--- config.mk ---
export PLATFORM = sky130hd
export DESIGN_NAME = lane_rmw_ctrl
export DESIGN_NICKNAME = d
export VERILOG_FILES = /design/src/rtl/rmw_pkg.sv /design/src/rtl/rmw_word_ram.sv /design/src/rtl/rmw_lane_merge.sv /design/src/rtl/rmw_seq.sv /design/src/rtl/lane_rmw_ctrl.sv
export SDC_FILE = /design/constraint.sdc
export NUM_CORES = 2
export LEC_CHECK = 0
export BUFFER_PORTS_ARGS = -buffer_cell sky130_fd_sc_hd__buf_2
export CAP_MARGIN = 20
export CELL_PAD_IN_SITES_DETAIL_PLACEMENT = 0
export CELL_PAD_IN_SITES_GLOBAL_PLACEMENT = 1
export CORE_UTILIZATION = 59
export DETAILED_ROUTE_END_ITERATION = 12
export PLACE_DENSITY_LB_ADDON = 0.15
export SLEW_MARGIN = 20
export SYNTH_ARGS = -nofsm -noshare
export SYNTH_HDL_FRONTEND = slang
export SYNTH_SLANG_ARGS = --single-unit
--- constraint.sdc ---
create_clock -name clk -period 14.4 [get_ports clk]
set_input_delay 1.44 -clock clk [delete_from_list [all_inputs] [get_ports clk]]
set_output_delay 1.44 -clock clk [all_outputs]
set_load 0.02 [all_outputs]
--- src/rtl/rmw_pkg.sv ---
package rmw_pkg;
  typedef enum logic [1:0] {
    ST_IDLE  = 2'd0,
    ST_READ  = 2'd1,
    ST_MERGE = 2'd2,
    ST_WRITE = 2'd3
  } rmw_state_e;
endpackage

--- src/rtl/rmw_word_ram.sv ---
module rmw_word_ram #(
  parameter int DATA_W = 64,
  parameter int ADDR_W = 6
) (
  input  logic              clk,
  input  logic              rst,
  input  logic              we,
  input  logic              re,
  input  logic [ADDR_W-1:0] addr,
  input  logic [DATA_W-1:0] wdata,
  output logic [DATA_W-1:0] q
);
  localparam int DEPTH = 1 << ADDR_W;

  logic [DATA_W-1:0] store [0:DEPTH-1];

  // Single port, registered read: maps onto a block RAM
  always_ff @(posedge clk) begin
    if (we) store[addr] <= wdata;
    if (re) q <= store[addr];
  end

  AST_NO_RW_OVERLAP: assert property (@(posedge clk) disable iff (rst)
    !(we && re));
endmodule

--- src/rtl/rmw_lane_merge.sv ---
module rmw_lane_merge #(
  parameter int DATA_W = 64
) (
  input  logic [DATA_W-1:0]   old_word,
  input  logic [DATA_W-1:0]   new_word,
  input  logic [DATA_W/8-1:0] lane_en,
  output logic [DATA_W-1:0]   merged
);
  localparam int LANES = DATA_W / 8;

  for (genvar g = 0; g < LANES; g++) begin : g_lane
    assign merged[8*g +: 8] = lane_en[g] ? new_word[8*g +: 8] : old_word[8*g +: 8];
  end
endmodule

--- src/rtl/rmw_seq.sv ---
module rmw_seq
  import rmw_pkg::*;
#(
  parameter int DATA_W = 64,
  parameter int ADDR_W = 6
) (
  input  logic                clk,
  input  logic                rst,
  input  logic                req_valid,
  input  logic                req_write,
  input  logic [ADDR_W-1:0]   req_addr,
  input  logic [DATA_W/8-1:0] req_be,
  input  logic [DATA_W-1:0]   req_wdata,
  input  logic [DATA_W-1:0]   merged_word,
  output logic                req_ready,
  output logic                mem_re,
  output logic                mem_we,
  output logic [ADDR_W-1:0]   mem_addr,
  output logic [DATA_W-1:0]   hold_word,
  output logic [DATA_W/8-1:0] op_be,
  output logic [DATA_W-1:0]   op_wdata,
  output logic                rsp_valid
);
  localparam int LANES = DATA_W / 8;

  rmw_state_e        state;
  logic              op_write;
  logic [ADDR_W-1:0] op_addr;
  logic              accept;
  logic              all_lanes;
  logic              no_lanes;

  assign accept    = req_valid && req_ready;
  assign all_lanes = &req_be;
  assign no_lanes  = ~|req_be;

  assign req_ready = (state == ST_IDLE);
  assign mem_re    = (state == ST_READ);
  assign mem_we    = (state == ST_WRITE);
  assign mem_addr  = op_addr;

  // Control path with reset
  always_ff @(posedge clk) begin
    if (rst) begin
      state     <= ST_IDLE;
      op_write  <= 1'b0;
      rsp_valid <= 1'b0;
    end else begin
      rsp_valid <= (state == ST_READ) && !op_write;
      case (state)
        ST_IDLE: begin
          if (accept) begin
            op_write <= req_write;
            if (!req_write)     state <= ST_READ;
            else if (all_lanes) state <= ST_WRITE;
            else if (!no_lanes) state <= ST_READ;
          end
        end
        ST_READ:  state <= op_write ? ST_MERGE : ST_IDLE;
        ST_MERGE: state <= ST_WRITE;
        default:  state <= ST_IDLE;
      endcase
    end
  end

  // Data path without reset
  always_ff @(posedge clk) begin
    if (state == ST_IDLE && accept) begin
      op_addr  <= req_addr;
      op_be    <= req_be;
      op_wdata <= req_wdata;
      if (req_write && all_lanes) hold_word <= req_wdata;
    end else if (state == ST_MERGE) begin
      hold_word <= merged_word;
    end
  end

  AST_FULL_DIRECT: assert property (@(posedge clk) disable iff (rst)
    (accept && req_write && all_lanes) |=> (mem_we && !mem_re));
  AST_RMW_ORDER: assert property (@(posedge clk) disable iff (rst)
    (accept && req_write && !all_lanes && !no_lanes) |=>
      mem_re ##1 (!mem_we && !req_ready) ##1 mem_we ##1 req_ready);
  AST_BUSY_FROZEN: assert property (@(posedge clk) disable iff (rst)
    !req_ready |=> ($stable(op_addr) && $stable(op_be) && $stable(op_wdata)));
  AST_EMPTY_SKIP: assert property (@(posedge clk) disable iff (rst)
    (accept && req_write && no_lanes) |=> (req_ready && !mem_re && !mem_we));
  AST_READ_RESP: assert property (@(posedge clk) disable iff (rst)
    (accept && !req_write) |=> mem_re ##1 rsp_valid);
  AST_RSP_PULSE: assert property (@(posedge clk) disable iff (rst)
    rsp_valid |=> !rsp_valid);
  AST_WRITE_SILENT: assert property (@(posedge clk) disable iff (rst)
    (accept && req_write) |=> !rsp_valid ##1 !rsp_valid);

  initial begin
    AST_LANE_COUNT: assert (LANES * 8 == DATA_W);
  end
endmodule

--- src/rtl/lane_rmw_ctrl.sv ---
module lane_rmw_ctrl #(
  parameter int DATA_W = 64,
  parameter int ADDR_W = 6
) (
  input  logic                clk,
  input  logic                rst,
  input  logic                req_valid,
  output logic                req_ready,
  input  logic                req_write,
  input  logic [ADDR_W-1:0]   req_addr,
  input  logic [DATA_W/8-1:0] req_be,
  input  logic [DATA_W-1:0]   req_wdata,
  output logic                rsp_valid,
  output logic [DATA_W-1:0]   rsp_rdata
);
  localparam int LANES = DATA_W / 8;

  logic              mem_re;
  logic              mem_we;
  logic [ADDR_W-1:0] mem_addr;
  logic [DATA_W-1:0] hold_word;
  logic [DATA_W-1:0] ram_q;
  logic [DATA_W-1:0] merged_word;
  logic [LANES-1:0]  op_be;
  logic [DATA_W-1:0] op_wdata;
  logic [DATA_W-1:0] lane_mask;

  rmw_seq #(.DATA_W(DATA_W), .ADDR_W(ADDR_W)) u_seq (
    .clk         (clk),
    .rst         (rst),
    .req_valid   (req_valid),
    .req_write   (req_write),
    .req_addr    (req_addr),
    .req_be      (req_be),
    .req_wdata   (req_wdata),
    .merged_word (merged_word),
    .req_ready   (req_ready),
    .mem_re      (mem_re),
    .mem_we      (mem_we),
    .mem_addr    (mem_addr),
    .hold_word   (hold_word),
    .op_be       (op_be),
    .op_wdata    (op_wdata),
    .rsp_valid   (rsp_valid)
  );

  rmw_lane_merge #(.DATA_W(DATA_W)) u_merge (
    .old_word (ram_q),
    .new_word (op_wdata),
    .lane_en  (op_be),
    .merged   (merged_word)
  );

  rmw_word_ram #(.DATA_W(DATA_W), .ADDR_W(ADDR_W)) u_ram (
    .clk   (clk),
    .rst   (rst),
    .we    (mem_we),
    .re    (mem_re),
    .addr  (mem_addr),
    .wdata (hold_word),
    .q     (ram_q)
  );

  assign rsp_rdata = ram_q;

  for (genvar g = 0; g < LANES; g++) begin : g_mask
    assign lane_mask[8*g +: 8] = {8{op_be[g]}};
  end

  // Partial write-back: unenabled lanes come from the word just read,
  // enabled lanes from the request
  AST_MERGE_LANES: assert property (@(posedge clk) disable iff (rst)
    (mem_we && !(&op_be)) |->
      (((hold_word ^ ram_q) & ~lane_mask) == '0) &&
      (((hold_word ^ op_wdata) & lane_mask) == '0));
endmodule

==> impl_summary.log <==
INFO  metric run_status = completed
INFO  metric initial_core_util = 0.5953
INFO  metric maxCapViolations = 0
INFO  metric worst-endpoint-required = 15.00 ns
INFO  metric peakVddDrop = ~0.12 mV
INFO  metric numClockSinks = 4306
INFO  metric topRoutingLayerUsed = met5
INFO  metric gp_routability_congestion = 0.8485
INFO  metric antenna_violations_before_repair = 21
INFO  metric synth_top_cell_area_share = 0.7828
INFO  metric drt.antenna.violating_nets = 0
INFO  metric fill_cells = ~18000
INFO  metric synth.avg_cell_area = 17.80 um2
INFO  metric postSynthRegisterBits = ~4300
INFO  metric finalCritPeriodShare = 0.4315
INFO  metric syn-instance-count = 9271
INFO  metric post_cts.repair.setup_buffers = 0
INFO  metric clk_path_buf_depth = 4
INFO  metric flow.area_growth_from_synthesis = 11.64%
INFO  metric drt_first_pass_iters = 6
INFO  metric ios = 148
INFO  metric final-seq-area = around 0.13 mm2
INFO  metric grt_max_degree = 131
INFO  metric finalClockSkew = 0.06549 ns
INFO  metric setup_violations = 0
INFO  metric yosysWarnings = 0
INFO  metric wl = 556.5 mm
INFO  metric netlist_top_cells_area = edfxtp_1 (78%), a221oi_1 (3.7%), a22oi_1 (2.2%)
INFO  metric multi_input_area = approximately 0.033 mm2
INFO  metric post_layout_net_count = 9537
INFO  metric most-common-layout-cells = edfxtp_1 (4302), a221oi_1 (695), a22oi_1 (486)
INFO  metric std_cell_rows = 193
INFO  metric cts_buffers = about 420
INFO  metric worst_setup_hold_path_clk_slew = 0.06 ns
INFO  metric global_route_wire_length_before_repair = between 700 and 800 mm
INFO  metric final_max_slew_viol_count = 0
INFO  metric wl_per_cell = 41.17 um
INFO  metric number_of_vias_after_detailed_routing = 101543
INFO  metric yosysSeqAreaShare = 0.7832
INFO  metric first_global_vias = 95226
INFO  metric slowest_stage = nor2_4
INFO  metric final.hold.worst_slack = 0.4747 ns
INFO  metric finalHoldViolations = 0
INFO  metric root_buffer = clkbuf_16
INFO  metric synth_enable_flop_cells = around 4300
INFO  metric post_synth_net_total = slightly above 9000
INFO  metric finalSetupTns = 0 ns
INFO  metric setup.worst_path.start_class = flop
INFO  metric leakage = approximately 57 nW
INFO  metric min_period = 6.214 ns
INFO  metric final_layout_size_suffix_gt1_frac = 0.1546
INFO  metric globalRouteOverflowTotal = 0
INFO  metric core_area = 0.2772 mm2
INFO  metric wl_met3 = 85.59 mm
INFO  metric die_height = 530.9 um
INFO  metric number_of_distinct_library_cells_after_synthesis = 73
INFO  metric clock.fmax = 0.1609 GHz
INFO  metric io_buffer_count = approximately 150
INFO  metric timing.slew.headroom = 0.1370
INFO  metric critical_path.cell_chain = buf_4 -> buf_4 -> buf_12 -> and3b_2 -> nand2_1 -> nor2_4 -> buf_4 -> buf_4
INFO  metric wirelength_met1 = 193.8 mm
INFO  metric number_of_h_tree_branching_levels = 5
INFO  metric kind_of_critical_path = flop to flop
INFO  metric skew_pair_late_insertion_delay = 1.00 ns
INFO  metric syn-cell-area = 0.1650 mm2
INFO  metric async_s_r_ff_share_synth = 0
INFO  metric synth_largest_area_cell = edfxtp_1
INFO  metric clock_tree_from_tritoncts = built
INFO  metric post_cts_hold_buffer_count = 0
INFO  metric critical-path-max-stage-delay = 0.85 ns
INFO  metric layout.cells.most_common = edfxtp_1
INFO  metric synth_top_flop_cell = edfxtp_1
INFO  metric detailroute.wirelength.met2 = 243.7 mm
INFO  metric type_of_the_most_critical_hold_path = flop to flop
INFO  metric tightestPinTransition = between 1 and 1.5 ns
INFO  metric globalRouteTotalUtil = 0.3911
INFO  metric drt_iter0_markers = 18978
INFO  metric dp_hpwl = 292.6 mm
INFO  metric design.die.area = 0.2818 mm2
INFO  metric biggest_fanout_along_the_worst_timing_path = 89
INFO  metric end_kind = flop
INFO  metric min_from = u_seq.op_write
INFO  metric powerDensity = about 140 mW/mm2
INFO  metric critPathArrivalTime = 6.81 ns
INFO  metric drc = 0
INFO  metric worst_path_most_repeated_cell = buf_4
INFO  metric rsz0062_at_grt = false
INFO  metric detail_route.vias_per_cell = 7.513
INFO  metric die_x = 530.9 um
INFO  metric r2r_start = u_seq.mem_addr[1]
INFO  metric timing.critical_path.from = u_seq.mem_addr[1]
INFO  metric cts_repair_resize_count = 0
-- synth_stat cells, types with 106 or more instances --
| library cell | count |
|---|---|
| edfxtp_1 | 4302 |
| a221oi_1 | 695 |
| a22oi_1 | 486 |
| clkbuf_1 | 356 |
| mux2i_1 | 267 |
| a21oi_1 | 265 |
| nand2_1 | 246 |
| buf_2 | 227 |
| o22ai_1 | 225 |
| o21ai_0 | 212 |
| nand3b_1 | 164 |
| mux2_2 | 119 |
| nor2_1 | 119 |
| nand3_1 | 114 |
| mux4_2 | 112 |
| a31oi_1 | 106 |
-- metrics by stage --
| step | total power [mW] | util | std cells | instance area [um2] | setup slack [ns] |
|---|---|---|---|---|---|
| finish | 25.99 | 0.6646 | 13515 | 184200 | 8.186 |
| global placement | 15.30 | 0.6153 | 12729 | 170600 | 8.512 |
| detailed placement | 15.31 | 0.6158 | 12734 | 170700 | 8.428 |
| global route | 26.48 | 0.6645 | 13501 | 184200 | 8.253 |
| CTS | 25.95 | 0.6644 | 13499 | 184200 | 8.400 |
| floorplan | 14.76 | - | 9271 | 165000 | 9.404 |
-- where the power goes --
group / switching [mW] / total [mW] / internal (mW)
logic: 0.978 / 1.37 / 0.396
registers: 0.0440 / 13.7 / 13.7
clock network: 4.74 / 10.9 / 6.16
total: 5.76 / 26.0 / 20.2
-- area by class of cell --
type	instances	area share
Sequential cell	4306	0.7016
Tap cell	3705	0.02516
Clock buffer	529	0.06019
Timing Repair Buffer	511	0.02057
Inverter	6	0.0002581
Multi-Input combinational cell	4207	0.1791
Clock inverter	236	0.01294
Antenna cell	15	0.0002037
-- sequential cells by signal, indices dropped and copies added (netlist names) --
| register | cells |
|---|---|
| u_ram.store | 4096 |
| u_seq.op_write | 1 |
| u_seq.rsp_valid | 1 |
| u_seq.hold_word | 64 |
| u_seq.op_be | 8 |
| u_seq.state | 2 |
| u_seq.mem_addr | 6 |
| u_seq.op_wdata | 64 |
| u_ram.q | 64 |
-- cell families (layout without fill, tap and decap cells) --
group	after synthesis	in the layout	share of synthesized area
flops	4306	4306	0.7832
other cells	0	15	0
compound gates	2388	2388	0.1071
mux	499	499	0.03967
buf+inv	758	1282	0.02167
simple gates	1320	1320	0.04837
-- critical path: cells and delay by family, from the launching register on --
family | cells | cell delay, ns
flops | 1 | 0.36
buf+inv | 5 | 3.09
simple gates | 3 | 2.21
-- final timing paths --
path                               to  slack, ns  cells past startpoint
setup / recovery  u_ram.store[35][50]       8.19                      8
hold reg to reg       u_seq.rsp_valid       0.47                      1
hold / removal        u_seq.rsp_valid       0.47                      1
setup reg to reg  u_ram.store[35][50]       8.19                      8
-- routing by layer --
layer | global-route usage | vias up
met2 | 0.5755 | 8924
li1 | - | 39315
met1 | 0.5292 | 51607
met3 | 0.1205 | 1675
met5 | 0.002393 | -
met4 | 0.2020 | 22
(Power assumes the default switching activity.)
